[config.mk]
export PLATFORM = sky130hd
export DESIGN_NAME = async_rx
export DESIGN_NICKNAME = d
export VERILOG_FILES = /design/src/rtl/async_rx.sv
export SDC_FILE = /design/constraint.sdc
export NUM_CORES = 1
export LEC_CHECK = 0
export BUFFER_PORTS_ARGS = -buffer_cell sky130_fd_sc_hd__buf_2
export CORE_MARGIN = 5
export CORE_UTILIZATION = 35
export CTS_BUF_LIST = sky130_fd_sc_hd__clkbuf_4 sky130_fd_sc_hd__clkbuf_8
export CTS_CLUSTER_DIAMETER = 50
export CTS_CLUSTER_SIZE = 40
export DETAILED_ROUTE_END_ITERATION = 7
export MAX_ROUTING_LAYER = met4
export PLACE_DENSITY = 0.58
export SYNTH_ARGS = -nofsm -noshare
export SYNTH_HDL_FRONTEND = slang
export SYNTH_SLANG_ARGS = --single-unit
export TNS_END_PERCENT = 5
[constraint.sdc]
create_clock -name clk -period 2.4 [get_ports clk]
set_input_delay 0 -clock clk [delete_from_list [all_inputs] [get_ports clk]]
set_output_delay 0 -clock clk [all_outputs]
set_load 0.02 [all_outputs]
[src/rtl/async_rx.sv]
module async_rx #(
  parameter int DIVW    = 8,
  parameter int OS_NORM = 16,
  parameter int OS_FAST = 4,
  parameter int DEPTH   = 2   // power of two
)(
  input  logic            clk,
  input  logic            rst_n,
  input  logic            rx,
  input  logic [1:0]      addr,
  input  logic            wr_en,
  input  logic            rd_en,
  input  logic [7:0]      wdata,
  output logic [7:0]      rdata,
  output logic            irq
);

  localparam int OSW = $clog2(OS_NORM);
  localparam int PW  = (DEPTH > 1) ? $clog2(DEPTH) : 1;
  localparam int CW  = $clog2(DEPTH + 1);
  localparam logic [OSW-1:0] ONE = OSW'(1);

  typedef enum logic [1:0] {S_IDLE, S_START, S_DATA, S_STOP} st_t;

  logic [7:0]      ctl_q;
  logic [DIVW-1:0] div_q, brg_q;
  logic [1:0]      sync_q;
  logic            prev_q;
  st_t             st_q;
  logic [OSW-1:0]  os_q;
  logic [3:0]      nb_q;
  logic [2:0]      vote_q;
  logic [8:0]      sh_q;
  logic [9:0]      ent_q [DEPTH];
  logic [PW-1:0]   rp_q;
  logic [CW-1:0]   cnt_q;
  logic            ovr_q;

  logic port_en, rx_on, nine, fast, ie;
  assign port_en = ctl_q[0];
  assign rx_on   = ctl_q[1];
  assign nine    = ctl_q[2];
  assign fast    = ctl_q[3];
  assign ie      = ctl_q[4];

  logic run, tick, smp;
  assign run  = port_en & rx_on;
  assign tick = run && (brg_q == div_q);
  assign smp  = sync_q[1];

  logic [OSW-1:0] os_last, os_mid;
  assign os_last = fast ? OSW'(OS_FAST - 1) : OSW'(OS_NORM - 1);
  assign os_mid  = fast ? OSW'(OS_FAST / 2) : OSW'(OS_NORM / 2);

  logic       in_win, maj_n;
  logic [2:0] vote_n;
  assign in_win = (os_q == os_mid - ONE) || (os_q == os_mid) || (os_q == os_mid + ONE);
  assign vote_n = in_win ? {vote_q[1:0], smp} : vote_q;
  assign maj_n  = (vote_n[0] & vote_n[1]) | (vote_n[0] & vote_n[2]) | (vote_n[1] & vote_n[2]);

  logic [3:0] last_bit;
  assign last_bit = nine ? 4'd8 : 4'd7;

  always_ff @(posedge clk or negedge rst_n) begin
    if (!rst_n) begin
      ctl_q <= '0;
      div_q <= '0;
    end else if (wr_en) begin
      if (addr == 2'd0) ctl_q <= wdata;
      if (addr == 2'd3) div_q <= wdata[DIVW-1:0];
    end
  end

  always_ff @(posedge clk or negedge rst_n) begin
    if (!rst_n)                     sync_q <= 2'b11;
    else                            sync_q <= {sync_q[0], rx};
  end

  always_ff @(posedge clk or negedge rst_n) begin
    if (!rst_n)                     brg_q <= '0;
    else if (!run || tick)          brg_q <= '0;
    else                            brg_q <= brg_q + 1'b1;
  end

  always_ff @(posedge clk or negedge rst_n) begin
    if (!rst_n) begin
      st_q   <= S_IDLE;
      os_q   <= '0;
      nb_q   <= '0;
      vote_q <= 3'b111;
      sh_q   <= '0;
      prev_q <= 1'b1;
    end else if (!run) begin
      st_q   <= S_IDLE;
      os_q   <= '0;
      prev_q <= 1'b1;
    end else if (tick) begin
      prev_q <= smp;
      vote_q <= vote_n;
      case (st_q)
        S_IDLE: if (prev_q && !smp) begin
          st_q <= S_START;
          os_q <= '0;
        end
        S_START: if (os_q == os_last) begin
          os_q <= '0;
          nb_q <= '0;
          st_q <= maj_n ? S_IDLE : S_DATA;
        end else os_q <= os_q + ONE;
        S_DATA: if (os_q == os_last) begin
          os_q <= '0;
          sh_q <= {maj_n, sh_q[8:1]};
          nb_q <= nb_q + 4'd1;
          if (nb_q == last_bit) st_q <= S_STOP;
        end else os_q <= os_q + ONE;
        S_STOP: if (os_q == os_mid + ONE) begin
          os_q <= '0;
          st_q <= S_IDLE;
        end else os_q <= os_q + ONE;
        default: st_q <= S_IDLE;
      endcase
    end
  end

  logic       push_req, pop, room, accept;
  logic [7:0] data8;
  logic       b8;
  logic [PW-1:0] wp;
  assign push_req = tick && (st_q == S_STOP) && (os_q == os_mid + ONE);
  assign data8    = nine ? sh_q[7:0] : sh_q[8:1];
  assign b8       = nine & sh_q[8];
  assign pop      = rd_en && (addr == 2'd2) && (cnt_q != '0);
  assign room     = (cnt_q != CW'(DEPTH)) || pop;
  assign accept   = push_req && !ovr_q && room;
  assign wp       = rp_q + PW'(cnt_q);

  always_ff @(posedge clk) begin
    if (accept) ent_q[wp] <= {!maj_n, b8, data8};
  end

  always_ff @(posedge clk or negedge rst_n) begin
    if (!rst_n) begin
      rp_q  <= '0;
      cnt_q <= '0;
      ovr_q <= 1'b0;
    end else if (!port_en) begin
      rp_q  <= '0;
      cnt_q <= '0;
      ovr_q <= 1'b0;
    end else begin
      if (!rx_on)                          ovr_q <= 1'b0;
      else if (push_req && !ovr_q && !room) ovr_q <= 1'b1;
      if (pop) rp_q <= rp_q + 1'b1;
      case ({accept, pop})
        2'b10:   cnt_q <= cnt_q + 1'b1;
        2'b01:   cnt_q <= cnt_q - 1'b1;
        default: cnt_q <= cnt_q;
      endcase
    end
  end

  logic       ready;
  logic [9:0] head;
  assign ready = (cnt_q != '0);
  assign head  = ready ? ent_q[rp_q] : 10'd0;
  assign irq   = ie & ready;

  always_comb begin
    case (addr)
      2'd0:    rdata = ctl_q;
      2'd1:    rdata = {4'd0, ovr_q, head[9], head[8], ready};
      2'd2:    rdata = head[7:0];
      default: rdata = 8'(div_q);
    endcase
  end

endmodule


==> results of run 1 <==
-- timing repair --
item,in CTS,in global routing
setup endpoints to repair,0,0
endpoints found under the hold margin,40,0
hold buffers,10,0
-- power breakdown --
group	internal, mW	total, mW	switching, mW	leakage, nW
sequential	1.33	1.38	0.0548	0.869
clock	0.489	0.978	0.489	0.0983
combinational	0.144	0.318	0.174	0.830
-- registers in the layout, indices dropped and copies added (netlist names) --
register and flops:
brg_q 8, ovr_q 1, ctl_q 8, sync_q 2, nb_q 4, rp_q 1, vote_q 3, prev_q 1
os_q 4, cnt_q 2, st_q 2, div_q 8, sh_q 9, ent_q 20
-- through the flow --
step	instances	util	total power [mW]
2_1_floorplan	314	-	1.60
3_3_place_gp	472	0.389	1.71
3_5_place_dp	472	0.389	1.72
4_1_cts	498	0.418	2.72
5_1_grt	498	0.418	2.81
6_report	498	0.418	2.68
-- path summary, 6_finish.rpt --
| kind | start | end | slack (ns) | cells past startpoint |
|---|---|---|---|---|
| worst max-delay path | os_q[2] | sh_q[8] | 0.25 | 5 |
| max in group asynchronous | rst_n | sync_q[0] | 1.40 | 3 |
| worst min register to register | sync_q[0] | sync_q[1] | 0.36 | 0 |
| worst min-delay path | rd_en | cnt_q[1] | 0.11 | 4 |
| worst max register to register | os_q[2] | sh_q[8] | 0.25 | 5 |
| min in group asynchronous | rst_n | brg_q[4] | 0.16 | 2 |
-- worst max-delay path: stages, from the launching register on --
cell and delay [ns]:
sky130_fd_sc_hd__dfrtp_1 0.48, sky130_fd_sc_hd__or4b_1 0.52, sky130_fd_sc_hd__o211ai_2 0.12, sky130_fd_sc_hd__mux2_4 0.32
sky130_fd_sc_hd__maj3_2 0.34, sky130_fd_sc_hd__mux2_2 0.27
-- metal layers --
metal | GRT usage | share of wire
met1 | 0.176 | 0.48
met2 | 0.194 | 0.47
met3 | 0.0326 | 0.035
met4 | 0.0457 | 0.018
met5 | - | 0
-- cell usage after synthesis, types with 2 or more instances --
master	n
sky130_fd_sc_hd__a211oi_1	3
sky130_fd_sc_hd__a21oi_1	14
sky130_fd_sc_hd__a22o_1	5
sky130_fd_sc_hd__a22oi_1	2
sky130_fd_sc_hd__and2_1	3
sky130_fd_sc_hd__and3_1	2
sky130_fd_sc_hd__and3b_1	2
sky130_fd_sc_hd__and4_1	2
sky130_fd_sc_hd__buf_2	2
sky130_fd_sc_hd__clkbuf_1	7
sky130_fd_sc_hd__dfrtp_1	47
sky130_fd_sc_hd__dfstp_2	6
sky130_fd_sc_hd__edfxtp_1	20
sky130_fd_sc_hd__ha_1	8
sky130_fd_sc_hd__inv_1	9
sky130_fd_sc_hd__mux2_1	8
sky130_fd_sc_hd__mux2_2	28
sky130_fd_sc_hd__mux2i_1	12
sky130_fd_sc_hd__nand2_1	19
sky130_fd_sc_hd__nand3_1	12
sky130_fd_sc_hd__nand4_2	2
sky130_fd_sc_hd__nor2_1	22
sky130_fd_sc_hd__nor2b_1	3
sky130_fd_sc_hd__nor3_1	3
sky130_fd_sc_hd__nor3b_2	2
sky130_fd_sc_hd__o211ai_2	2
sky130_fd_sc_hd__o21ai_0	22
sky130_fd_sc_hd__o21ai_1	3
sky130_fd_sc_hd__or3_1	2
sky130_fd_sc_hd__xnor2_1	9
sky130_fd_sc_hd__xor2_1	5
-- layout make-up --
cell class                 count  area, um2  share of cell area
sequential                    73       1930               0.448
multi-input combinational    222       1690               0.392
timing repair buffer          42        283              0.0655
tap                          136        170              0.0394
clock buffer                   9        124              0.0287
clock inverter                 7       76.3              0.0177
inverter                       9       33.8             0.00783
-- kinds of logic after synthesis --
logic type | Yosys count | synth area share
adder cells (fa/ha/maj) | 9 | 0.0301
AO/OA/AOI/OAI | 60 | 0.103
multiplexers | 49 | 0.146
flip-flops | 73 | 0.523
AND/OR/NAND/NOR | 89 | 0.141
XOR/XNOR | 15 | 0.0375
buffers and inverters | 19 | 0.0199
==> impl_metrics.sql, run 1 <==
INSERT INTO impl_metrics (metric_group, metric, value, unit) VALUES
('power_and_ir_drop', 'power_per_cell_area', '621', 'mW/mm2'),
('timing', 'tns', '0', 'ns'),
('timing', 'timing.final.hold_violations', '0', ''),
('floorplan', 'floorplan.die.width', '113', 'um'),
('routing', 'dr_total_vias', '2536', ''),
('outcome', 'run_status', 'finished clean', ''),
('synth', 'synth.yosys.seq_area_share', '0.523', ''),
('global_route', 'number_of_antenna_violations_at_the_first_check_in_global_routing', '0', ''),
('synth', 'synth.yosys.warnings', '0', ''),
('cells_and_area', 'n_fill_cell', '980', ''),
('synth', 'synthDominantAreaCellType', 'sky130_fd_sc_hd__dfrtp_1', ''),
('synth', 'async_reset_ff_frac', '0.726', ''),
('hold_path', 'hold_path_class', 'in -> reg', ''),
('routing', 'drt-vias-per-instance', '5.09', ''),
('place', 'place_worst_setup_slack', '0.248', 'ns'),
('routing', 'drt_first_pass_iters', '4', ''),
('timing', 'timing.final.crit_share', '0.897', ''),
('timing', 'worstMarginPinSlew', '0.703', 'ns'),
('routing', 'antenna_violating_nets_post_route', '0', ''),
('floorplan', 'die-area', '0.0127', 'mm2'),
('synth', 'mappedNetlistArea', '0.00370', 'mm2'),
('place', 'detailed_place_hpwl', '5600', 'um'),
('critical_path', 'crit_arrival', '2.39', 'ns'),
('critical_path', 'crit_path_max_fanout', '9', ''),
('floorplan', 'die_h', '113', 'um'),
('critical_path', 'crit_type', 'reg -> reg', ''),
('global_route', 'grt_pass1_vias', '2500', ''),
('clock_tree', 'cts.sink_count', '73', ''),
('timing', 'clock-skew-final', '0.0110', 'ns'),
('global_route', 'grt_start_max_net_pins', '31', ''),
('power_and_ir_drop', 'max-vdd-ir-drop', '0.000293', 'V'),
('routing', 'wl_per_cell', '15.4', 'um'),
('cells_and_area', 'mostFrequentLayoutCells', 'sky130_fd_sc_hd__dfrtp_1 (47), sky130_fd_sc_hd__mux2_2 (28), sky130_fd_sc_hd__buf_2 (23), sky130_fd_sc_hd__nor2_1 (22), sky130_fd_sc_hd__o21ai_0 (22)', ''),
('clock_tree', 'cts_setup_buffers', '0', ''),
('timing', 'rsz_0062_raised_after_global_routing', 'false', ''),
('clock_tree', 'cts_buffer_depth', '2', ''),
('clock_tree', 'cts_tree', 'built', ''),
('routing', 'drcViolationCount', '0', ''),
('floorplan', 'boundaryPins', '24', ''),
('clock_tree', 'clkTransAtPathRegs', '0.08', 'ns'),
('critical_path', 'worst-endpoint-required', '2.64', 'ns'),
('cells_and_area', 'design.final.nets', '380', ''),
('floorplan', 'floorplan.initialDensity', '0.359', ''),
('clock_tree', 'post_cts_resized', '0', ''),
('synth', 'synth.avg_cell_area', '11.8', 'um2'),
('synth', 'dominantRegCellSynth', 'sky130_fd_sc_hd__dfrtp_1', ''),
('global_route', 'overflow', '0', ''),
('timing', 'fin_worst_hold_slack', '0.108', 'ns'),
('clock_tree', 'cts_root_buffer', 'sky130_fd_sc_hd__clkbuf_8', ''),
('global_route', 'grt_pass1_wl', '12800', 'um'),
('timing', 'worst_slack', '0.247', 'ns'),
('cells_and_area', 'final_cell_area', '0.00431', 'mm2'),
('place', 'place.gp.congestion', '0.835', ''),
('critical_path', 'cp_startpoint_kind', 'flop', ''),
('place', 'cell_area_reported_after_detailed_placement', '0.00401', 'mm2'),
('floorplan', 'core_region_area', '0.0103', 'mm2'),
('synth', 'synth_area_leaders', 'sky130_fd_sc_hd__dfrtp_1 (32%), sky130_fd_sc_hd__edfxtp_1 (16%), sky130_fd_sc_hd__mux2_2 (8.5%), sky130_fd_sc_hd__dfstp_2 (4.3%), sky130_fd_sc_hd__mux2i_1 (3.2%)', ''),
('timing', 'maxClockFrequency', '464', 'MHz'),
('cells_and_area', 'layout-drive-gt1-share', '0.268', ''),
('timing', 'maxSlewViolCount', '0', ''),
('synth', 'syn-instance-count', '314', ''),
('cells_and_area', 'most_common_cell_after_layout_fill_and_taps_aside', 'sky130_fd_sc_hd__dfrtp_1', ''),
('cells_and_area', 'area.growth.synth_to_final', '16.6', '%'),
('timing', 'setup-violations-final', '0', ''),
('synth', 'synth_largest_type_area_fraction', '0.318', ''),
('synth', 'synthesis.nets', '337', ''),
('clock_tree', 'cts_made_buffers', '9', ''),
('clock_tree', 'htree_levels', '3', ''),
('job', 'maxCapViolations', '0', ''),
('floorplan', 'row_count', '37', ''),
('routing', 'wl', '7680', 'um');
Power figures use the tool's default switching activity.
==> run 2: changes to the inputs <==
SETUP_SLACK_MARGIN = 0.3   (was not set)
==> impl_metrics.sql, run 2 (same netlist as run 1, synthesis figures left out) <==
INSERT INTO impl_metrics (metric_group, metric, value, unit) VALUES
('floorplan', 'core_region_area', '0.0103', 'mm2'),
('clock_tree', 'htree_levels', '3', ''),
('global_route', 'number_of_antenna_violations_at_the_first_check_in_global_routing', '0', ''),
('timing', 'tns', '0', 'ns'),
('timing', 'worst_slack', '0.321', 'ns'),
('critical_path', 'critical_path.top_delay_family', 'multiplexers', ''),
('global_route', 'gr-usage-all-layers', '0.132', ''),
('hold_path', 'hold_path_class', 'in -> reg', ''),
('cells_and_area', 'layout-drive-gt1-share', '0.292', ''),
('critical_path', 'crit_buf_inv', '0', ''),
('power_and_ir_drop', 'power_switching_share', '0.265', ''),
('critical_path', 'r2r-start', 'os_q[1]', ''),
('floorplan', 'floorplan.die.width', '113', 'um'),
('clock_tree', 'cts_tree', 'built', ''),
('power_and_ir_drop', 'power.sequential.fraction', '0.534', ''),
('clock_tree', 'clkTransAtPathRegs', '0.07', 'ns'),
('clock_tree', 'cts_made_buffers', '9', ''),
('critical_path', 'highest_delay_cell_along_the_critical_path', 'sky130_fd_sc_hd__or4b_1', ''),
('floorplan', 'die-area', '0.0127', 'mm2'),
('power_and_ir_drop', 'combinational_power_share', '0.124', ''),
('routing', 'initialDrtViolationCount', '174', ''),
('place', 'place.gp.congestion', '0.848', ''),
('global_route', 'grt_pass1_wl', '12900', 'um'),
('routing', 'top_layer', 'met4', ''),
('critical_path', 'cp_startpoint_kind', 'flop', ''),
('routing', 'drt-vias-per-instance', '4.98', ''),
('cells_and_area', 'mostFrequentLayoutCells', 'sky130_fd_sc_hd__dfrtp_1 (43), sky130_fd_sc_hd__mux2_2 (28), sky130_fd_sc_hd__buf_2 (23), sky130_fd_sc_hd__o21ai_0 (22), sky130_fd_sc_hd__nor2_1 (21)', ''),
('timing', 'maxClockFrequency', '481', 'MHz'),
('critical_path', 'crit_type', 'reg -> reg', ''),
('hold_path', 'timing.hold.worst_endpoint', 'cnt_q[1]', ''),
('power_and_ir_drop', 'power_leakage', '1.80', 'nW'),
('critical_path', 'worst-endpoint-required', '2.62', 'ns'),
('floorplan', 'boundaryPins', '24', ''),
('routing', 'wl_per_cell', '15.1', 'um'),
('timing', 'post-route-min-period', '2.08', 'ns'),
('global_route', 'overflow', '0', ''),
('timing', 'clock-skew-final', '0.0139', 'ns'),
('floorplan', 'row_count', '37', ''),
('timing', 'maxSlewViolCount', '0', ''),
('cells_and_area', 'area.growth.synth_to_final', '17.1', '%'),
('routing', 'dr_total_vias', '2501', ''),
('clock_tree', 'clkLatencyLatePin', '0.35', 'ns'),
('cells_and_area', 'registers.top_by_ff_count', 'ent_q', ''),
('cells_and_area', 'final_cell_area', '0.00433', 'mm2'),
('place', 'buffer_ports.inserted', '23', ''),
('cells_and_area', 'most_common_cell_after_layout_fill_and_taps_aside', 'sky130_fd_sc_hd__dfrtp_1', ''),
('routing', 'antenna_violating_nets_post_route', '0', ''),
('cells_and_area', 'antenna-diode-count', '0', ''),
('cells_and_area', 'max_ffs_per_register', '20', ''),
('place', 'place_worst_setup_slack', '0.234', 'ns'),
('critical_path', 'r2r_setup_slack', '0.32', 'ns'),
('routing', 'drcViolationCount', '0', ''),
('power_and_ir_drop', 'p_switching', '0.686', 'mW'),
('timing', 'setup-violations-final', '0', ''),
('job', 'maxCapViolations', '0', ''),
('power_and_ir_drop', 'max-vdd-ir-drop', '0.000244', 'V'),
('power_and_ir_drop', 'finalPower', '2.59', 'mW'),
('critical_path', 'critical_path.startpoint', 'os_q[1]', ''),
('cells_and_area', 'design.final.nets', '384', ''),
('critical_path', 'cpPeakStageDelay', '0.52', 'ns'),
('place', 'detailed_place_hpwl', '5400', 'um'),
('cells_and_area', 'top_regs', 'ent_q x20, sh_q x9', ''),
('timing', 'slew-limit-headroom', '0.537', ''),
('routing', 'wl_met3', '204', 'um'),
('floorplan', 'die_h', '113', 'um'),
('global_route', 'grt_pass1_vias', '2566', ''),
('critical_path', 'crit_arrival', '2.30', 'ns'),
('place', 'cell_area_reported_after_detailed_placement', '0.00402', 'mm2'),
('timing', 'timing.final.hold_violations', '0', ''),
('clock_tree', 'cts_buffer_depth', '2', ''),
('routing', 'wl', '7600', 'um'),
('hold_path', 'hold-path-cell-count', '4', ''),
('critical_path', 'reg2regPathDepth', '5', ''),
('global_route', 'grt_start_max_net_pins', '54', ''),
('timing', 'timing.final.crit_share', '0.866', ''),
('clock_tree', 'cts.sink_count', '73', ''),
('critical_path', 'crit_path_max_fanout', '3', ''),
('timing', 'rsz_0062_raised_after_global_routing', 'true', ''),
('critical_path', 'worstReg2RegEnd', 'sh_q[8]', ''),
('routing', 'drt_first_pass_iters', '4', ''),
('routing', 'detailroute.wirelength.met2', '3710', 'um'),
('outcome', 'run_status', 'finished clean', ''),
('routing', 'route.layer.met1.wl', '3560', 'um'),
('power_and_ir_drop', 'power.clock.fraction', '0.342', ''),
('timing', 'worstMarginPinSlew', '0.695', 'ns'),
('hold_path', 'holdCritStartpoint', 'rd_en', ''),
('critical_path', 'cp_cell_sequence', 'or4b_1 > o211ai_2 > mux2_4 > maj3_2 > mux2_2', ''),
('critical_path', 'endpoint_kind', 'flop', ''),
('floorplan', 'floorplan.initialDensity', '0.359', ''),
('power_and_ir_drop', 'cellInternalPower', '1.90', 'mW'),
('clock_tree', 'cts_root_buffer', 'sky130_fd_sc_hd__clkbuf_8', ''),
('power_and_ir_drop', 'power_per_cell_area', '598', 'mW/mm2');
-- run 2: cell count changes in the layout (fill, tap and decap cells not counted), moves of 2 or more --
cell,delta
sky130_fd_sc_hd__dfrtp_1,-4
sky130_fd_sc_hd__buf_4,+4
sky130_fd_sc_hd__clkbuf_4,+2
sky130_fd_sc_hd__inv_6,-2
sky130_fd_sc_hd__dfrtp_2,+4
-- run 2: worst max-delay path by stage --
stage,cells after the start,endpoint,slack [ns]
CTS,5,sh_q[1],0.31
detailed placement,5,sh_q[8],0.23
floorplan,7,ent_q[0][0],0.21
global route,7,ent_q[1][9],0.26
finish,5,sh_q[8],0.32
global placement,5,sh_q[8],0.26
-- run 2: final cells by class --
class                      instances  area (um2)
inverter                           9        33.8
multi-input combinational        222        1700
sequential                        73        1940
timing repair buffer              46         313
fill                             999        5990
clock inverter                     4        28.8
clock buffer                      12         153
tap                              136         170
-- run 2: worst reg2reg max path, stage by stage, from the launching register on --
cell and delay (ns):
sky130_fd_sc_hd__dfrtp_2 0.41, sky130_fd_sc_hd__or4b_1 0.52, sky130_fd_sc_hd__o211ai_2 0.12, sky130_fd_sc_hd__mux2_4 0.32
sky130_fd_sc_hd__maj3_2 0.33, sky130_fd_sc_hd__mux2_2 0.27
-- run 2: power groups by stage --
stage	Combinational [mW]	Sequential (mW)	Clock, mW
6_report	0.322	1.38	0.885
5_1_grt	0.353	1.39	0.971
4_1_cts	0.323	1.38	0.917
3_5_place_dp	0.309	1.41	0
3_3_place_gp	0.306	1.41	0
2_1_floorplan	0.204	1.39	0
-- run 2: per-stage QoR --
stage	cells	util	hold slack (ns)
after floorplan	314	-	-0.296
final	502	0.420	0.114
after detailed placement	472	0.389	0.107
after CTS	500	0.418	0.105
after global placement	472	0.389	0.107
after global routing	502	0.420	0.146
-- run 2: repair_timing --
action / CTS / global route
resized for setup: 3 / 1
setup endpoints to repair: 1 / 35
endpoints found under the hold margin: 64 / 0
setup buffers: 2 / 2
hold buffers: 10 / 0
pin swaps: 1 / 2
-- run 2: per-layer routing --
metal | vias up | GRT usage
met2 | 30 | 0.207
met1 | 1213 | 0.167
li1 | 1246 | -
met5 | - | -
met3 | 12 | 0.0305
met4 | 0 | 0.0521
==> run 3: changes to the inputs <==
clock period = 2.3 ns   (was 2.4 ns; I/O delays follow)
==> impl_metrics.sql, run 3 (same netlist as run 1, synthesis figures left out) <==
INSERT INTO impl_metrics (metric_group, metric, value, unit) VALUES
('timing', 'maxClockFrequency', '487', 'MHz'),
('critical_path', 'highest_delay_cell_along_the_critical_path', 'sky130_fd_sc_hd__or4b_1', ''),
('clock_tree', 'cts_made_buffers', '9', ''),
('floorplan', 'row_count', '37', ''),
('floorplan', 'boundaryPins', '24', ''),
('cells_and_area', 'antenna-diode-count', '0', ''),
('cells_and_area', 'registers.top_by_ff_count', 'ent_q', ''),
('cells_and_area', 'area.growth.synth_to_final', '18.4', '%'),
('critical_path', 'endpoint_kind', 'flop', ''),
('clock_tree', 'cts_buffer_depth', '2', ''),
('power_and_ir_drop', 'power_per_cell_area', '648', 'mW/mm2'),
('outcome', 'run_status', 'finished clean', ''),
('timing', 'worst_slack', '0.247', 'ns'),
('timing', 'clock-skew-final', '0.0137', 'ns'),
('routing', 'antenna_violating_nets_post_route', '0', ''),
('global_route', 'grt_pass1_wl', '13600', 'um'),
('timing', 'post-route-min-period', '2.05', 'ns'),
('clock_tree', 'cts.sink_count', '73', ''),
('place', 'place_worst_setup_slack', '0.240', 'ns'),
('floorplan', 'die-area', '0.0127', 'mm2'),
('routing', 'drt-vias-per-instance', '5.12', ''),
('critical_path', 'crit_type', 'reg -> reg', ''),
('cells_and_area', 'mostFrequentLayoutCells', 'sky130_fd_sc_hd__dfrtp_1 (47), sky130_fd_sc_hd__mux2_2 (28), sky130_fd_sc_hd__buf_2 (23), sky130_fd_sc_hd__o21ai_0 (21)', ''),
('cells_and_area', 'final_cell_count_no_fill', '505', ''),
('critical_path', 'r2r_setup_slack', '0.25', 'ns'),
('timing', 'rsz_0062_raised_after_global_routing', 'true', ''),
('critical_path', 'cp_cell_sequence', 'or4b_1 > o211ai_2 > mux2_4 > maj3_2 > mux2_2', ''),
('power_and_ir_drop', 'max-vdd-ir-drop', '0.000295', 'V'),
('place', 'place.gp.congestion', '0.881', ''),
('timing', 'tns', '0', 'ns'),
('routing', 'drt_first_pass_iters', '4', ''),
('global_route', 'number_of_antenna_violations_at_the_first_check_in_global_routing', '0', ''),
('power_and_ir_drop', 'power_leakage', '1.84', 'nW'),
('timing', 'setup-violations-final', '0', ''),
('timing', 'timing.final.hold_violations', '0', ''),
('clock_tree', 'htree_levels', '3', ''),
('timing', 'timing.final.crit_share', '0.893', ''),
('cells_and_area', 'multi_input_area', '0.00170', 'mm2'),
('timing', 'slew-limit-headroom', '0.559', ''),
('floorplan', 'die_h', '113', 'um'),
('job', 'maxCapViolations', '0', ''),
('routing', 'drcViolationCount', '0', ''),
('cells_and_area', 'sequential_cell_area', '0.00193', 'mm2'),
('hold_path', 'holdCritStartpoint', 'rd_en', ''),
('place', 'buffer_ports.inserted', '23', ''),
('floorplan', 'floorplan.die.width', '113', 'um'),
('cells_and_area', 'layout-drive-gt1-share', '0.290', ''),
('critical_path', 'crit_path_max_fanout', '2', ''),
('clock_tree', 'cts_tree', 'built', ''),
('hold_path', 'hold_path_class', 'in -> reg', ''),
('routing', 'dr_total_vias', '2588', ''),
('global_route', 'gr-usage-all-layers', '0.140', ''),
('routing', 'wl', '8040', 'um'),
('cells_and_area', 'design.final.nets', '387', ''),
('hold_path', 'timing.hold.worst_endpoint', 'cnt_q[1]', ''),
('place', 'cell_area_reported_after_detailed_placement', '0.00406', 'mm2'),
('clock_tree', 'clkTransAtPathRegs', '0.08', 'ns'),
('routing', 'wl_per_cell', '15.9', 'um'),
('cells_and_area', 'max_ffs_per_register', '20', ''),
('timing', 'maxSlewViolCount', '0', ''),
('routing', 'initialDrtViolationCount', '128', ''),
('cells_and_area', 'final_cell_area', '0.00438', 'mm2'),
('global_route', 'grt_pass1_vias', '2580', ''),
('critical_path', 'worst-endpoint-required', '2.53', 'ns'),
('critical_path', 'crit_arrival', '2.28', 'ns'),
('critical_path', 'reg2regPathDepth', '5', ''),
('critical_path', 'r2r-start', 'os_q[1]', ''),
('global_route', 'overflow', '0', ''),
('cells_and_area', 'utilization_of_the_core_after_routing', '0.424', ''),
('clock_tree', 'cts_root_buffer', 'sky130_fd_sc_hd__clkbuf_8', ''),
('place', 'detailed_place_hpwl', '5790', 'um'),
('floorplan', 'floorplan.initialDensity', '0.359', ''),
('cells_and_area', 'most_common_cell_after_layout_fill_and_taps_aside', 'sky130_fd_sc_hd__dfrtp_1', ''),
('critical_path', 'cp_startpoint_kind', 'flop', ''),
('cells_and_area', 'top_regs', 'ent_q x20, sh_q x9', ''),
('timing', 'worstMarginPinSlew', '0.662', 'ns'),
('place', 'post-place-cells', '477', ''),
('floorplan', 'core_region_area', '0.0103', 'mm2'),
('cells_and_area', 'n_fill_cell', '970', ''),
('global_route', 'grt_start_max_net_pins', '27', ''),
('clock_tree', 'clkLatencyLatePin', '0.35', 'ns'),
('hold_path', 'hold-path-cell-count', '4', ''),
('critical_path', 'cpPeakStageDelay', '0.53', 'ns'),
('critical_path', 'worstReg2RegEnd', 'sh_q[8]', '');
run 3: worst max path at each step:
stage	from	to	slack, ns
2_1_floorplan	os_q[2]	sh_q[8]	0.24
3_3_place_gp	os_q[2]	sh_q[8]	0.26
3_5_place_dp	os_q[2]	sh_q[8]	0.24
6_report	os_q[1]	sh_q[8]	0.25
4_1_cts	os_q[1]	sh_q[8]	0.23
5_1_grt	os_q[1]	sh_q[8]	0.15
run 3: layout make-up:
type	count	area share
clock buffers	10	0.0314
clock inverters	6	0.0166
well taps	136	0.0388
flip-flops and latches	73	0.441
inverters	9	0.00771
multi-input cells	222	0.387
repair buffers	49	0.0765
run 3: critical path, delay by kind of cell (launching register included):
kind                     cells  cell delay (ns)
flip-flops                   1             0.38
AND/OR/NAND/NOR              1             0.53
adder cells (fa/ha/maj)      1             0.32
AO/OA/AOI/OAI                1             0.12
multiplexers                 2             0.58
run 3: repair_timing:
| item | in CTS | in global routing |
|---|---|---|
| gates resized for setup | 0 | 1 |
| hold buffers | 10 | 0 |
| setup endpoints to repair | 10 | 24 |
| hold endpoints to repair | 40 | 0 |
| gates cloned | 0 | 0 |
| setup buffers | 2 | 0 |
| pin swaps | 2 | 0 |
run 3: per-layer routing:
metal	global-route usage	wire (um)	share of wire	vias up
met5	-	0	0	-
met4	0.0385	72	0.0090	0
met3	0.0342	299	0.037	8
met2	0.211	3890	0.48	45
met1	0.189	3790	0.47	1281
li1	-	-	-	1254
run 3: stage by stage:
stage,hold slack (ns),power [mW]
after floorplan,-0.296,1.67
after global placement,0.0598,1.79
after detailed placement,0.0712,1.80
after CTS,0.0962,2.87
after global routing,0.133,2.99
final,0.107,2.84
run 3: where the power goes:
group / switching, mW / internal [mW]
clock: 0.516 / 0.542
sequential: 0.0592 / 1.39
combinational: 0.187 / 0.151
